`src/rtl/aclk_pkg.sv`:
```
package aclk_pkg;
  typedef enum logic [1:0] {
    DM_EXT    = 2'd0,
    DM_DIRECT = 2'd1,
    DM_DIV    = 2'd2
  } dmode_e;
endpackage

```
`src/rtl/aclk_cfg_decode.sv`:
```
module aclk_cfg_decode #(
  parameter int N_PATH = 2,
  localparam int PATH_W = (N_PATH > 1) ? $clog2(N_PATH) : 1
) (
  input  logic              wr_en,
  input  logic [PATH_W-1:0] wr_path,
  output logic [N_PATH-1:0] wr_stb
);
  always_comb begin
    wr_stb = '0;
    for (int i = 0; i < N_PATH; i++)
      if (wr_en && (wr_path == PATH_W'(i))) wr_stb[i] = 1'b1;
  end
endmodule

```
`src/rtl/aclk_div_path.sv`:
```
module aclk_div_path
  import aclk_pkg::*;
#(
  parameter int M_W = 8,
  parameter int F_W = 4,
  localparam int CFG_W = M_W + F_W + 4,
  localparam int PRE_W = 3,
  localparam logic [PRE_W-1:0] PRE_LAST = PRE_W'(7)
) (
  input  logic             clk,
  input  logic             rst,
  input  logic             wr_stb,
  input  logic [CFG_W-1:0] wr_data,
  input  logic             src_a_en,
  input  logic             src_b_en,
  input  logic             ext_en,
  output logic             hck_pulse,
  output logic             hck_pad,
  output logic             hck_pad_oe,
  output logic             sck_pulse,
  output logic             sck_pad
);
  logic [CFG_W-1:0] shadow, active;
  logic             pending;
  logic [PRE_W-1:0] pre_cnt;
  logic [M_W-1:0]   mod_cnt;
  logic [F_W-1:0]   fine_cnt;
  logic             hck_q, sck_q;

  logic [M_W-1:0] m_lim;
  logic [F_W-1:0] f_lim;
  logic pre8, sel_b, drive, direct;
  dmode_e mode;
  logic base, pre_wrap, half, fine_wrap, boundary, at_start, load;

  assign m_lim  = active[M_W-1:0];
  assign f_lim  = active[M_W +: F_W];
  assign pre8   = active[M_W+F_W];
  assign sel_b  = active[M_W+F_W+1];
  assign drive  = active[M_W+F_W+2];
  assign direct = active[M_W+F_W+3];

  always_comb begin
    if (!drive)                mode = DM_EXT;
    else if (direct && !sel_b) mode = DM_DIRECT;
    else                       mode = DM_DIV;
  end

  assign base      = (mode == DM_EXT) ? ext_en : (sel_b ? src_b_en : src_a_en);
  assign pre_wrap  = !pre8 || (pre_cnt == PRE_LAST);
  assign half      = base && pre_wrap && (mod_cnt == m_lim);
  assign fine_wrap = (fine_cnt == f_lim);
  assign boundary  = half && fine_wrap && sck_q;
  assign at_start  = (pre_cnt == '0) && (mod_cnt == '0) && (fine_cnt == '0)
                     && !hck_q && !sck_q;
  assign load      = pending && (boundary || (at_start && !base));

  always_ff @(posedge clk) begin
    if (rst) begin
      shadow     <= '0;
      active     <= '0;
      pending    <= 1'b0;
      pre_cnt    <= '0;
      mod_cnt    <= '0;
      fine_cnt   <= '0;
      hck_q      <= 1'b0;
      sck_q      <= 1'b0;
      hck_pulse  <= 1'b0;
      hck_pad    <= 1'b0;
      hck_pad_oe <= 1'b0;
      sck_pulse  <= 1'b0;
    end else begin
      if (wr_stb) begin
        shadow  <= wr_data;
        pending <= 1'b1;
      end else if (load) begin
        pending <= 1'b0;
      end
      if (load) active <= shadow;

      if (base) begin
        pre_cnt <= pre_wrap ? '0 : pre_cnt + PRE_W'(1);
        if (pre_wrap) mod_cnt <= (mod_cnt == m_lim) ? '0 : mod_cnt + M_W'(1);
      end
      if (half) begin
        hck_q    <= ~hck_q;
        fine_cnt <= fine_wrap ? '0 : fine_cnt + F_W'(1);
        if (fine_wrap) sck_q <= ~sck_q;
      end

      sck_pulse  <= half && fine_wrap && !sck_q;
      hck_pad_oe <= drive;
      unique case (mode)
        DM_EXT: begin
          hck_pulse <= ext_en;
          hck_pad   <= 1'b0;
        end
        DM_DIRECT: begin
          hck_pulse <= src_a_en;
          hck_pad   <= src_a_en;
        end
        default: begin
          hck_pulse <= half && !hck_q;
          hck_pad   <= half ? ~hck_q : hck_q;
        end
      endcase
    end
  end

  assign sck_pad = sck_q;

  // Assertions
  logic rst_d;
  always_ff @(posedge clk) begin
    rst_d <= rst;
    if (rst_d) begin
      a_r11_reset_low: assert (!hck_pulse && !hck_pad && !hck_pad_oe && !sck_pulse && !sck_pad)
        else $error("outputs not low after reset");
    end
  end

  a_r4_pad_moves_on_tick: assert property (@(posedge clk) disable iff (rst)
    $changed(sck_pad) |-> $past(base));

  a_r4_pulse_on_rise: assert property (@(posedge clk) disable iff (rst)
    sck_pulse |-> (sck_pad && !$past(sck_pad)));

  a_r3_div_pulse_high: assert property (@(posedge clk) disable iff (rst)
    ($past(mode == DM_DIV) && hck_pulse) |-> hck_pad);

  a_r5_direct_follow: assert property (@(posedge clk) disable iff (rst)
    $past(mode == DM_DIRECT) |-> (hck_pulse == $past(src_a_en)));

  a_r8_ext_pad_low: assert property (@(posedge clk) disable iff (rst)
    $past(mode == DM_EXT) |-> (!hck_pad && !hck_pad_oe && (hck_pulse == $past(ext_en))));
endmodule

```
`src/rtl/aclk_div_chain.sv`:
```
module aclk_div_chain #(
  parameter int N_PATH = 2,
  parameter int M_W = 8,
  parameter int F_W = 4,
  localparam int CFG_W = M_W + F_W + 4,
  localparam int PATH_W = (N_PATH > 1) ? $clog2(N_PATH) : 1
) (
  input  logic              clk,
  input  logic              rst,
  input  logic              wr_en,
  input  logic [PATH_W-1:0] wr_path,
  input  logic [CFG_W-1:0]  wr_data,
  input  logic              src_a_en,
  input  logic              src_b_en,
  input  logic [N_PATH-1:0] ext_hck_en,
  output logic [N_PATH-1:0] hck_pulse,
  output logic [N_PATH-1:0] hck_pad,
  output logic [N_PATH-1:0] hck_pad_oe,
  output logic [N_PATH-1:0] sck_pulse,
  output logic [N_PATH-1:0] sck_pad
);
  logic [N_PATH-1:0] wr_stb;

  aclk_cfg_decode #(.N_PATH(N_PATH)) u_decode (
    .wr_en   (wr_en),
    .wr_path (wr_path),
    .wr_stb  (wr_stb)
  );

  for (genvar g = 0; g < N_PATH; g++) begin : g_path
    aclk_div_path #(.M_W(M_W), .F_W(F_W)) u_path (
      .clk        (clk),
      .rst        (rst),
      .wr_stb     (wr_stb[g]),
      .wr_data    (wr_data),
      .src_a_en   (src_a_en),
      .src_b_en   (src_b_en),
      .ext_en     (ext_hck_en[g]),
      .hck_pulse  (hck_pulse[g]),
      .hck_pad    (hck_pad[g]),
      .hck_pad_oe (hck_pad_oe[g]),
      .sck_pulse  (sck_pulse[g]),
      .sck_pad    (sck_pad[g])
    );
  end
endmodule

```
`config.mk`:
```
export PLATFORM = sky130hd
export DESIGN_NAME = aclk_div_chain
export DESIGN_NICKNAME = d
export VERILOG_FILES = /design/src/rtl/aclk_pkg.sv /design/src/rtl/aclk_cfg_decode.sv /design/src/rtl/aclk_div_path.sv /design/src/rtl/aclk_div_chain.sv
export SDC_FILE = /design/constraint.sdc
export NUM_CORES = 1
export LEC_CHECK = 0
export BUFFER_PORTS_ARGS = -buffer_cell sky130_fd_sc_hd__buf_2
export CORE_MARGIN = 1.5
export CORE_UTILIZATION = 50
export CTS_BUF_LIST = sky130_fd_sc_hd__clkbuf_8
export DETAILED_ROUTE_END_ITERATION = 6
export GPL_TIMING_DRIVEN = 0
export PLACE_DENSITY = 0.79
export REMOVE_ABC_BUFFERS = 1
export SLEW_MARGIN = 0
export SYNTH_ARGS = -nofsm -noshare
export SYNTH_HDL_FRONTEND = slang
export SYNTH_HIERARCHICAL = 1
export SYNTH_SLANG_ARGS = --single-unit
```
`constraint.sdc`:
```
create_clock -name clk -period 2.95 [get_ports clk]
set_clock_uncertainty 0.1 [all_clocks]
set_input_delay 0.295 -clock clk [delete_from_list [all_inputs] [get_ports clk]]
set_output_delay 0.295 -clock clk [all_outputs]
set_load 0.01 [all_outputs]
```
# Yosys cells after proc, flatten, opt, wreduce, memory -nomap -nowiden
# Index checks and enable logic that the tools add are counted.
dict set report totals {
  regBits 108
  word_cells 125
}
dict set report op_classes {
  addsub 6
  eq_ne 8
  muxes 26
  bitwise_logic 5
  n_reduce_logical 56
}
# op count
set op_table {}
lappend op_table {{$logic_and 1x1->1} 28}
lappend op_table {{$add 8x1->8 const B} 2}
lappend op_table {{$eq 8x8->1} 2}
lappend op_table {{$logic_not 8->1} 2}
lappend op_table {{$mux 8} 2}
lappend op_table {{$mux 1} 12}
lappend op_table {{$logic_not 1->1} 10}
lappend op_table {{$add 4x1->4 const B} 2}
lappend op_table {{$eq 4x4->1} 2}
lappend op_table {{$logic_not 4->1} 2}
lappend op_table {{$mux 2} 4}
lappend op_table {{$mux 4} 2}
lappend op_table {{$pmux 1 s2} 4}
lappend op_table {{$reduce_and 2->1} 4}
lappend op_table {{$add 3x1->3 const B} 2}
lappend op_table {{$eq 3x3->1 const B} 2}
lappend op_table {{$logic_not 3->1} 2}
lappend op_table {{$mux 3} 2}
lappend op_table {{$not 1->1} 5}
lappend op_table {{$eq 2x1->1 const B} 2}
lappend op_table {{$logic_not 2->1} 2}
lappend op_table {{$logic_or 1x1->1} 4}
lappend op_table {{$reduce_bool 2->1} 2}

# Depth between registers and ports, before layout
# Gate-level depths: netlist of run 1.
dict set report logic_depth {
  word_depth 14
  mapped_depth 9
  ltp_nobuf 9
}

# Modules after synthesis
# Netlist of run 1, hierarchy kept.
# module instances cells_per_inst area_per_inst_um2 seq_area_each_um2
set modules_own_cells {}
lappend modules_own_cells {aclk_div_path 2 279 2547.4 1081.0}
lappend modules_own_cells {aclk_cfg_decode 1 2 16.3 0.0}

# Least setup slack after synthesis of run 1
# OpenSTA, ideal clock, no wires.
dict set report synth_timing {
  kind {reg-to-reg}
  startpoint {reg g_path[0].u_path.pre_cnt[0]}
  endpoint {reg g_path[0].u_path.hck_pad}
  arrival_ns 1.877
  t_required_ns 2.774
  slack_ns 0.897
  path_stages_with_launch 10
  n_path_buf 0
  path_cell_list {dfxtp_1 > ha_1 > ha_1 > nor2b_1 > a211oi_4 > nand3_4 > clkinv_4 > ha_1 > o21bai_1 > a21boi_0}
}
dict set report synth_via {
  elab_chain_len 6
}
# element line_no
set synth_lines {}
lappend synth_lines {{from (decl)} aclk_div_path.sv:25} ;# logic [PRE_W-1:0] pre_cnt;
lappend synth_lines {{from (signal assigned)} aclk_div_path.sv:82} ;# pre_cnt <= pre_wrap ? '0 : pre_cnt + PRE_W'(1);
lappend synth_lines {{$eq 3x3->1} aclk_div_path.sv:50} ;# assign pre_wrap = !pre8 || (pre_cnt == PRE_LAST);
lappend synth_lines {{$logic_or 1x1->1} aclk_div_path.sv:50}
lappend synth_lines {{$logic_and 1x1->1 (2 in a row)} aclk_div_path.sv:51} ;# assign half = base && pre_wrap && (mod_cnt == m_lim);
lappend synth_lines {{named net g_path[0].u_path.half} aclk_div_path.sv:34} ;# logic base, pre_wrap, half, fine_wrap, boundary, at_start, load;
lappend synth_lines {{$mux 1} aclk_div_path.sv:104} ;# hck_pad <= half ? ~hck_q : hck_q;
lappend synth_lines {{$pmux 1 s2} aclk_div_path.sv:93} ;# unique case (mode)
lappend synth_lines {{to (signal assigned)} aclk_div_path.sv:100} ;# hck_pad <= src_a_en;
lappend synth_lines {{to (signal assigned)} aclk_div_path.sv:104}
lappend synth_lines {{to (decl)} aclk_div_path.sv:18} ;# output logic hck_pad,
# The timed path passes the listed nets, and every way through them passes these cells.
# A chain may end at the register's enable or synchronous reset.

# Worst setup path after layout of run 1
dict set report layout_timing {
  startpoint {reg g_path[0].u_path.pre_cnt[0]}
  endpoint {reg g_path[0].u_path.active[8]}
}
dict set report layout_via {
  elab_chain_len 8
  word_cells_on_any_way 14
  classes_between {eq/ne (1); reduce/logical (13)}
}
# element line_no
set layout_lines {}
lappend layout_lines {{$eq 3x3->1} aclk_div_path.sv:50}
lappend layout_lines {{$logic_or 1x1->1} aclk_div_path.sv:50}
lappend layout_lines {{$logic_and 1x1->1 (2 in a row)} aclk_div_path.sv:51}
lappend layout_lines {{named net g_path[0].u_path.half} aclk_div_path.sv:34}
lappend layout_lines {{$logic_and 1x1->1 (2 in a row)} aclk_div_path.sv:53} ;# assign boundary = half && fine_wrap && sck_q;
lappend layout_lines {{$logic_or 1x1->1} aclk_div_path.sv:56} ;# assign load = pending && (boundary || (at_start && !base));
lappend layout_lines {{$logic_and 1x1->1} aclk_div_path.sv:56}
lappend layout_lines {{to (signal assigned)} aclk_div_path.sv:79} ;# if (load) active <= shadow;
lappend layout_lines {{to (decl)} aclk_div_path.sv:23} ;# logic [CFG_W-1:0] shadow, active;
# The timed path passes the listed nets, and every way through them passes these cells.

==> results.txt, run 1 <==
- Outcome: completed
* Highest metal layer with signal wires: met4
- Post-Synthesis Cells: 560
* Fraction of registers with async set or reset after synthesis: 0%
* Initial antenna violation count: 0
- Clock insertion delay at the later pin of the skew report: roughly 0.37 ns
- Maximum operating frequency: 0.397 GHz
* Number of warning messages in the yosys log: 6
- Delay of the slowest cell on the worst path: 0.53 ns
* Total of flip-flops plus latches after synthesis: 108
- For this block, wires on met1 add up to 5010 µm.
* Std-Cell Core Area: between 9000 and 10000 µm²
- STA puts the critical path data required time at 3.08 ns.
- The worst setup path is launched from a flip-flop.
- Each instance of the synthesized netlist takes up on average ~9.1 µm².
* Worst r2r path cells: 8
- The clock passes through at most 2 buffers.
- The initial utilization of the core area, before any placement, comes to between 50% and 60%.
- Worst slack on hold paths: 0.0858 ns
- Entering global routing, the biggest net connects 63 pins.
- TritonCTS clock tree: done
* Worst-case setup slack after placement: 0.228 ns
- The worst setup path is captured at a flip-flop.
- Clock Tree Root: clkbuf_8
- Among all stages on the critical path, the largest delay is contributed by a31oi_4.
- The die covers 10800 µm².
- Final number of hold-violating endpoints: 0
- Before antenna repair, the detailed router went through 5 iterations.
- Path type of the worst min-delay path: input pin to flip-flop
- The die is 104 µm wide.
- Setup slack on the critical path of the routed design comes to 0.429 ns.
* Wire length on met2: 5130 µm
- Max-slew violation total from the final report: 0
* Count of boundary I/O pins: 34
- Average wire length per cell after detail routing: 14.9 µm
* Final Wtd Congestion: 0.883
* Share of cells above drive strength 1: 14.0%
- Power spread over the standard cell area amounts to 595 nW/µm².
- The number of global-route vias before repair was 3876.
- Path length in cells of the critical path: 8
* Tightest Pin Transition: 1.19 ns
- Input and output buffers added on the ports amount to 33.
- Cells along the critical path: ha_1 -> ha_1 -> nor2b_1 -> a211oi_4 -> nand3_4 -> clkinv_4 -> a31oi_4 -> o211ai_1
* Reg clk slew, reported paths: 0.10 ns
* Initial DRC count: between 150 and 200
- After legalization and detailed placement, the total HPWL measured 7660 µm.
- Summed over all cells, the static leakage comes to 2.28 nW.
- Count of endpoints failing setup in the final report: 0
- Measured along the y axis, the die boundary spans 104 µm.
- In the detailed route, the total length drawn on met3 is about 420 µm.
* Max-Cap Viols: 0
- Clock sink total: 108
- Data on the critical path arrives at its endpoint at 2.66 ns.
- Post-detailed-routing wire length: between 10000 and 15000 µm
- CTS H-Tree Depth: 3
- Total number of vias: 4050
- Cell family contributing the most delay on the critical path: compound AO/OA/AOI/OAI gates
* Post-layout net count: slightly above 600
- The worst pin sits at a relative slew slack of 20.5%.
- Number of hold buffers added after cts: 0
* Largest voltage drop on the vdd net: 0.306 mV
* Setup tns final: 0 ns
- Critical Path Most Common Cell: ha_1
* Total gr overflow: 0
- Top_reg_cell synth: dfxtp_1
- Layout area overhead: 9.18%
* N_diodes: 0
* Reg2reg setup slack: 0.43 ns
* Ratio of routed vias to standard cells: 5.63
- Counting I/O delays and the setup requirement, the final critical path takes around 2.5 ns.
- Overall Global Routing Usage: between 20% and 30%
* Critical path buffer and inverter count: 1
- DRC violations left: 0
- Number of synthesized flops with an enable pin: 0
- Along the worst path, the maximum fanout reaches 16.
- Setup repair after global routing left no endpoint under its margin.
* Number of nets with antenna violations after detailed routing: 0
- Post-CTS Resized: 0
- The first global-routing pass estimated 18100 µm of wire.
* Share of the clock period used by the worst path after layout: 85.4%
- CTS Buf Count: 9
* Hold path depth: 3
- Counting distinct cell types in the post-synthesis netlist gives 45.
* Count of standard-cell rows: 36
* Crit path kind: flip-flop to flip-flop
* Fraction of the yosys area taken by sequential cells: a little over two fifths
- Summing every instance area after synthesis gives 5110 µm².
-- layout by cell type (no fill, tap or decap), types with 12 or more instances in the layout --
| master | n |
|---|---|
| mux2i_1 | 36 |
| o211ai_2 | 18 |
| nand4_1 | 12 |
| o211ai_1 | 14 |
| nand2_1 | 80 |
| nand3_1 | 42 |
| dfxtp_1 | 108 |
| nor2_1 | 66 |
| inv_1 | 24 |
| ha_1 | 16 |
| xor2_1 | 36 |
| buf_2 | 33 |
-- kinds of logic (layout without fill, tap and decap cells) --
kind of cell               Yosys count  count (layout)  share of synthesized area, %
AOI/OAI and AO/OA                   76              76                          13.6
xor gates and xnor gates            38              38                          6.51
adders and majority gates           16              16                          3.92
buffers and inverters               48              74                          4.06
DFF                                108             108                          42.3
muxes                               36              36                          7.05
and+or+nand+nor                    238             238                          22.5
-- where the power goes --
part           switching, W  internal, W  leakage, nW
Clock              0.000479     0.000555        0.122
Combinational      0.000450     0.000229         1.29
Sequential        0.0000727      0.00154        0.877
-- per-stage QoR --
step           instance area [µm²]  power, W  utilization (%)  instances
6_report                      5580   0.00332             56.6        719
5_1_grt                       5580   0.00349             56.6        719
4_1_cts                       5570   0.00333             56.4        717
3_5_place_dp                  5340   0.00231             54.1        702
3_3_place_gp                  5340   0.00228             54.1        702
2_1_floorplan                 5000   0.00211                -        536
-- worst paths after layout --
path                                                  start                     endpoint
worst max-delay path            g_path[0].u_path/pre_cnt[0]   g_path[0].u_path/active[8]
worst min-delay path                            wr_data[12]  g_path[0].u_path/shadow[12]
worst max register to register  g_path[0].u_path/pre_cnt[0]   g_path[0].u_path/active[8]
worst min register to register  g_path[1].u_path/pre_cnt[1]  g_path[1].u_path/pre_cnt[1]
-- area by class of cell --
class                   count  area [µm²]
clock buffers               9         124
clock inverters             6         106
fillers                   859        4280
inverters                  24         100
multi-input cells         404        2740
flip-flops and latches    108        2160
well taps                 133         166
repair buffers             35         180
-- tightest hold or removal path: cells and delay by family --
family | cells | cell delay (ns)
buffers and inverters | 1 | 0.10
multiplexers | 1 | 0.06
AND/OR/NAND/NOR | 1 | 0.07
-- sequential cells by signal (all words and copies together), names as in the netlist --
name and flops:
g_path.u_path/sck_pulse 2, g_path.u_path/hck_pad_oe 2, g_path.u_path/hck_pulse 2, g_path.u_path/pending 2, g_path.u_path/mod_cnt 16, g_path.u_path/pre_cnt 6
g_path.u_path/shadow 32, g_path.u_path/fine_cnt 8, g_path.u_path/hck_q 2, g_path.u_path/active 32, g_path.u_path/hck_pad 2, g_path.u_path/sck_pad 2
-- Yosys cell counts (8+ instances only) --
cell type    n  share of area, %
nand4_1     12               1.5
a21oi_1     10              0.98
nor2_1      66               4.8
nand3_1     42               4.1
nand2_1     80               5.9
nor2b_1      8              0.98
mux2i_1     36               7.1
ha_1        16               3.9
dfxtp_1    108                42
o211ai_1    14               2.1
o211ai_2    18               4.4
xor2_1      36               6.2
inv_1       22               1.6
clkbuf_1    14               1.0
-- metal layers --
metal,track usage (%),vias to the layer above
met5,0,-
li1,-,1983
met1,26.4,1956
met3,4.32,14
met2,33.5,97
met4,6.55,0
-- repair_timing --
action	CTS	global route
hold endpoints to repair	0	0
setup buffers	0	2
setup endpoints to repair	0	14
(Power assumes the default switching activity.)
==> run 2: changes to the inputs <==
--- a/config.mk
+++ b/config.mk
@@ -16,5 +16,4 @@
 export SLEW_MARGIN = 0
 export SYNTH_ARGS = -nofsm -noshare
 export SYNTH_HDL_FRONTEND = slang
-export SYNTH_HIERARCHICAL = 1
 export SYNTH_SLANG_ARGS = --single-unit
==> constraint.sdc (replaced) <==
create_clock -name clk -period 2.54 [get_ports clk]
set_clock_uncertainty 0.1 [all_clocks]
set_input_delay 0.254 -clock clk [delete_from_list [all_inputs] [get_ports clk]]
set_output_delay 0.254 -clock clk [all_outputs]
set_load 0.01 [all_outputs]
==> run 2 against run 1 <==
Routed wire length is 1.7% lower; via count is 1.8% higher; flip-flop and latch count stayed put; synthesized cell count is 7.9% higher; area after synthesis is 1.3% lower; clock power hardly changed; highest routed layer unchanged; hold slack worse by 0.059 ns.
==> results.txt, run 2 <==
- The number of max-capacitance violations reported came to 0 (unchanged).
- The average wire length per cell after detail routing came to 14.1 µm (-5.9%).
- The setup slack after layout is 0.149 ns (-0.280 ns).
- The power density normalized to cell area came to 687 nW/µm² (+15%).
- The largest registers in the layout are g_path.u_path.active: 32 flops, g_path.u_path.shadow: 32 flops, g_path.u_path.mod_cnt: 16 flops.
- The delay of the slowest cell on the worst path is 0.62 ns (+0.09 ns).
- Die height: 103 µm (-0.63%)
- DRC violations left: 0 (unchanged)
* Layout fillers: 901 (+4.9%)
* Pin count of the biggest net entering global routing: 65 (+3.2%)
- Top cells by area in the synthesized netlist: dfxtp_1 43%, nand2_1 9.7%, xor2_1 6.3%
- The number of design-rule violations left by the first detailed-router iteration came to 168 (-11%).
* Count of endpoints failing setup in the final report: 0 (unchanged)
- Initial antenna violation count: 0 (unchanged)
* Synthesized area per cell: 8.35 µm² (-8.5%)
* Final Instance Area: 5440 µm² (-2.6%)
- Share of the clock period used by the worst path after layout: 94.1% (+8.7 points)
* Post-DP HPWL: 7280 µm (-5.0%)
- Leaving out fill and tap cells, the most frequent cell in the layout is nand2_1.
* Required time at the worst-slack endpoint: 2.71 ns (-0.37 ns)
- The flow ran to the end, and the final reports show no timing, DRC or antenna violations.
* Final number of hold-violating endpoints: 0 (unchanged)
* Overall Global Routing Usage: 20.8% (+0.51 points)
* Critical Path Most Common Cell: ha_1
* Most frequent cells after synthesis: 131 x nand2_1, 108 x dfxtp_1, 45 x a21oi_1, 38 x inv_1, 38 x nor2_1
- The post-synthesis cell count is 604 (+7.9%).
- The maximum count of clock buffers along a single path was 2 (unchanged).
* Iteration count of the initial detailed-routing pass: 5 (unchanged)
- The via-per-instance ratio is 5.49 (-2.5%).
* Slowest-stage cell, CP: a2111oi_0
- Via count of the first global-routing pass: 3933 (+1.5%)
- Port bufs: 33 (unchanged)
* Post-detailed-routing wire length: 10600 µm (-1.7%)
* Arrival time at the worst endpoint: 2.56 ns (-0.10 ns)
- The combined buffer and inverter count along the critical path was 0 (-1).
* Global-route wire length before repair: 17500 µm (-2.9%)
- Final core area utilization: 55.6% (-0.95 points)
- The worst setup path is of the flip-flop to flip-flop kind.
* Post-layout net count: 654 (+5.1%)
* Area of the mapped netlist: 5040 µm² (-1.3%)
- The I/O pin total came to 34 (unchanged).
- The proportion of register bits with asynchronous set or reset after synthesis is 0% (unchanged).
* Clock insertion delay at the later pin of the skew report: 0.37 ns (about the same)
* Worst-case setup slack after placement: -0.402 ns (-0.630 ns)
- Initial Utilization: 51.6% (-0.20 points)
* Share of cells above drive strength 1: 13.1% (-0.89 points)
* Fraction of the yosys area taken by sequential cells: 42.9% (+0.56 points)
- nand2_1 is the most common cell in the netlist.
- The count of different cell masters after synthesis was 50 (+11%).
* Tightest Pin Transition: 1.19 ns (-0.00121 ns)
* Clock sink total: 108 (unchanged)
* Total gr overflow: 0 (unchanged)
- Top_reg_cell synth: dfxtp_1
* CP Capture Type: flip-flop
* Die Area: 10700 µm² (-1.3%)
- Cells along the critical path: ha_1 -> ha_1 -> nor2b_1 -> a2111oi_0 -> and4_4 -> o31ai_1 -> a31o_2
- Among cell families on the critical path, the largest total delay comes from compound AO/OA/AOI/OAI gates.
* Max-slew violation total from the final report: 0 (unchanged)
- The die width came to 103 µm (-0.63%).
- The tree is rooted in a clkbuf_8.
- The leakage power total was 2.17 nW (-5.1%).
- The count of nets left with antenna violations after detail routing is 0 (unchanged).
* Std-Cell Core Area: 9770 µm² (-0.91%)
- The count of standard-cell rows came to 36 (unchanged).
- The synthesized flop and latch total was 108 (unchanged).
- Maximum operating frequency: 0.418 GHz (+5.4%)
- The min-delay analysis places its worst path in the category input pin to flip-flop.
- The placer congestion estimate is 0.856 (-3.0%).
- Worst-path fanout max: 17 (+1)
* Layout area overhead: 7.76%
* Number of warning messages in the yosys log: 0 (-6)
- Critical Path Source Type: flip-flop
- Largest voltage drop on the vdd net: 0.349 mV (+14%)
- The placement-stage cell area is 5180 µm² (-2.9%).
- N_diodes: 0 (unchanged)
* TritonCTS clock tree: done
- Worst max-slew margin expressed relative to the limit: 20.6% (+0.081 points)
* Portion of synthesized cell area occupied by the leading cell type: 42.9% (+0.56 points)
- The number of vias in the routed layout was 4123 (+1.8%).
- The number of buffers added to fix hold violations after cts was 0 (unchanged).
- CTS Buf Count: 9 (unchanged)
* Reg clk slew, reported paths: 0.09 ns (about the same)
* CTS H-Tree Depth: 3 (unchanged)
- Number of synthesized flops with an enable pin: 0 (unchanged)
* Dominant cell type by area after synthesis: dfxtp_1
- The top cell types in the final layout, fill and taps aside, are 130 x nand2_1, 108 x dfxtp_1, 44 x a21oi_1.
- Final critical path time including I/O delays and setup: 2.39 ns (-0.130 ns)
run 2: cell count changes after synthesis, sizes merged, moves of 10 or more:
cell,delta
nand2,+51
a21oi,+35
nand3,-34
mux2i,-31
nor2,-28
a31o,+17
inv,+16
o31ai,+16
buf,+10
run 2: tightest hold or removal path, cell delays in order:
cell and delay, ns:
buf_2 0.10, nand2_1 0.05, a21oi_1 0.05
run 2: metrics by stage:
| step | hold slack (ns) | std cells | total power (W) | setup TNS [ns] |
|---|---|---|---|---|
| 2_1_floorplan | 0.221 | 565 | 0.00246 | 0 |
| 3_3_place_gp | 0.347 | 731 | 0.00268 | -4.86 |
| 3_5_place_dp | 0.351 | 731 | 0.00271 | -7.01 |
| 4_1_cts | 0.0180 | 747 | 0.00371 | 0 |
| 5_1_grt | 0.0323 | 751 | 0.00393 | -0.0250 |
| 6_report | 0.0271 | 751 | 0.00373 | 0 |
run 2: repair_timing:
item / CTS / global route
endpoints found under the setup margin: 36 / 36
buffers inserted: 1 / 3
pin swaps: 1 / 1
resized for setup: 4 / 4
gates cloned: 0 / 1
run 2: power breakdown:
| part | internal, W | switching (W) |
|---|---|---|
| combinational | 0.000277 | 0.000565 |
| sequential | 0.00179 | 0.0000894 |
| clock | 0.000444 | 0.000562 |
run 2: final cells by class:
class | instances | area, µm² | share of cell area [%]
flip-flops and latches | 108 | 2160 | 39.8
multi-input cells | 420 | 2590 | 47.6
inverters | 38 | 143 | 2.62
clock buffers | 9 | 124 | 2.28
clock inverters | 6 | 58.8 | 1.08
repair buffers | 37 | 195 | 3.59
well taps | 133 | 166 | 3.06
run 2: logic make-up (layout without fill, tap and decap cells):
kind of cell	Yosys count	in the layout	synth area share, %
AO/OA/AOI/OAI	134	134	18.6
multiplexers	6	6	1.22
AND/OR/NAND/NOR	225	226	20.1
adder cells (fa/ha/maj)	16	16	3.97
flip-flops	108	108	42.9
XOR/XNOR	38	38	6.60
buffers and inverters	77	90	6.67
run 2: final timing paths:
kind                               start                          end  slack [ns]  cells after the start
max          g_path[0].u_path.pre_cnt[0]   g_path[0].u_path.active[3]        0.15                      7
min                          wr_data[13]  g_path[0].u_path.shadow[13]        0.03                      3
max reg2reg  g_path[0].u_path.pre_cnt[0]   g_path[0].u_path.active[3]        0.15                      7
min reg2reg  g_path[0].u_path.shadow[15]  g_path[0].u_path.shadow[15]        0.36                      2
run 2: layer usage:
layer / vias up / global-route usage, % / wire, µm
met1: 1949 / 27.4 / 5020
met3: 9 / 2.89 / 411
li1: 2088 / - / -
met5: - / 0 / 0
met4: 0 / 8.94 / 137
met2: 77 / 34.2 / 5000
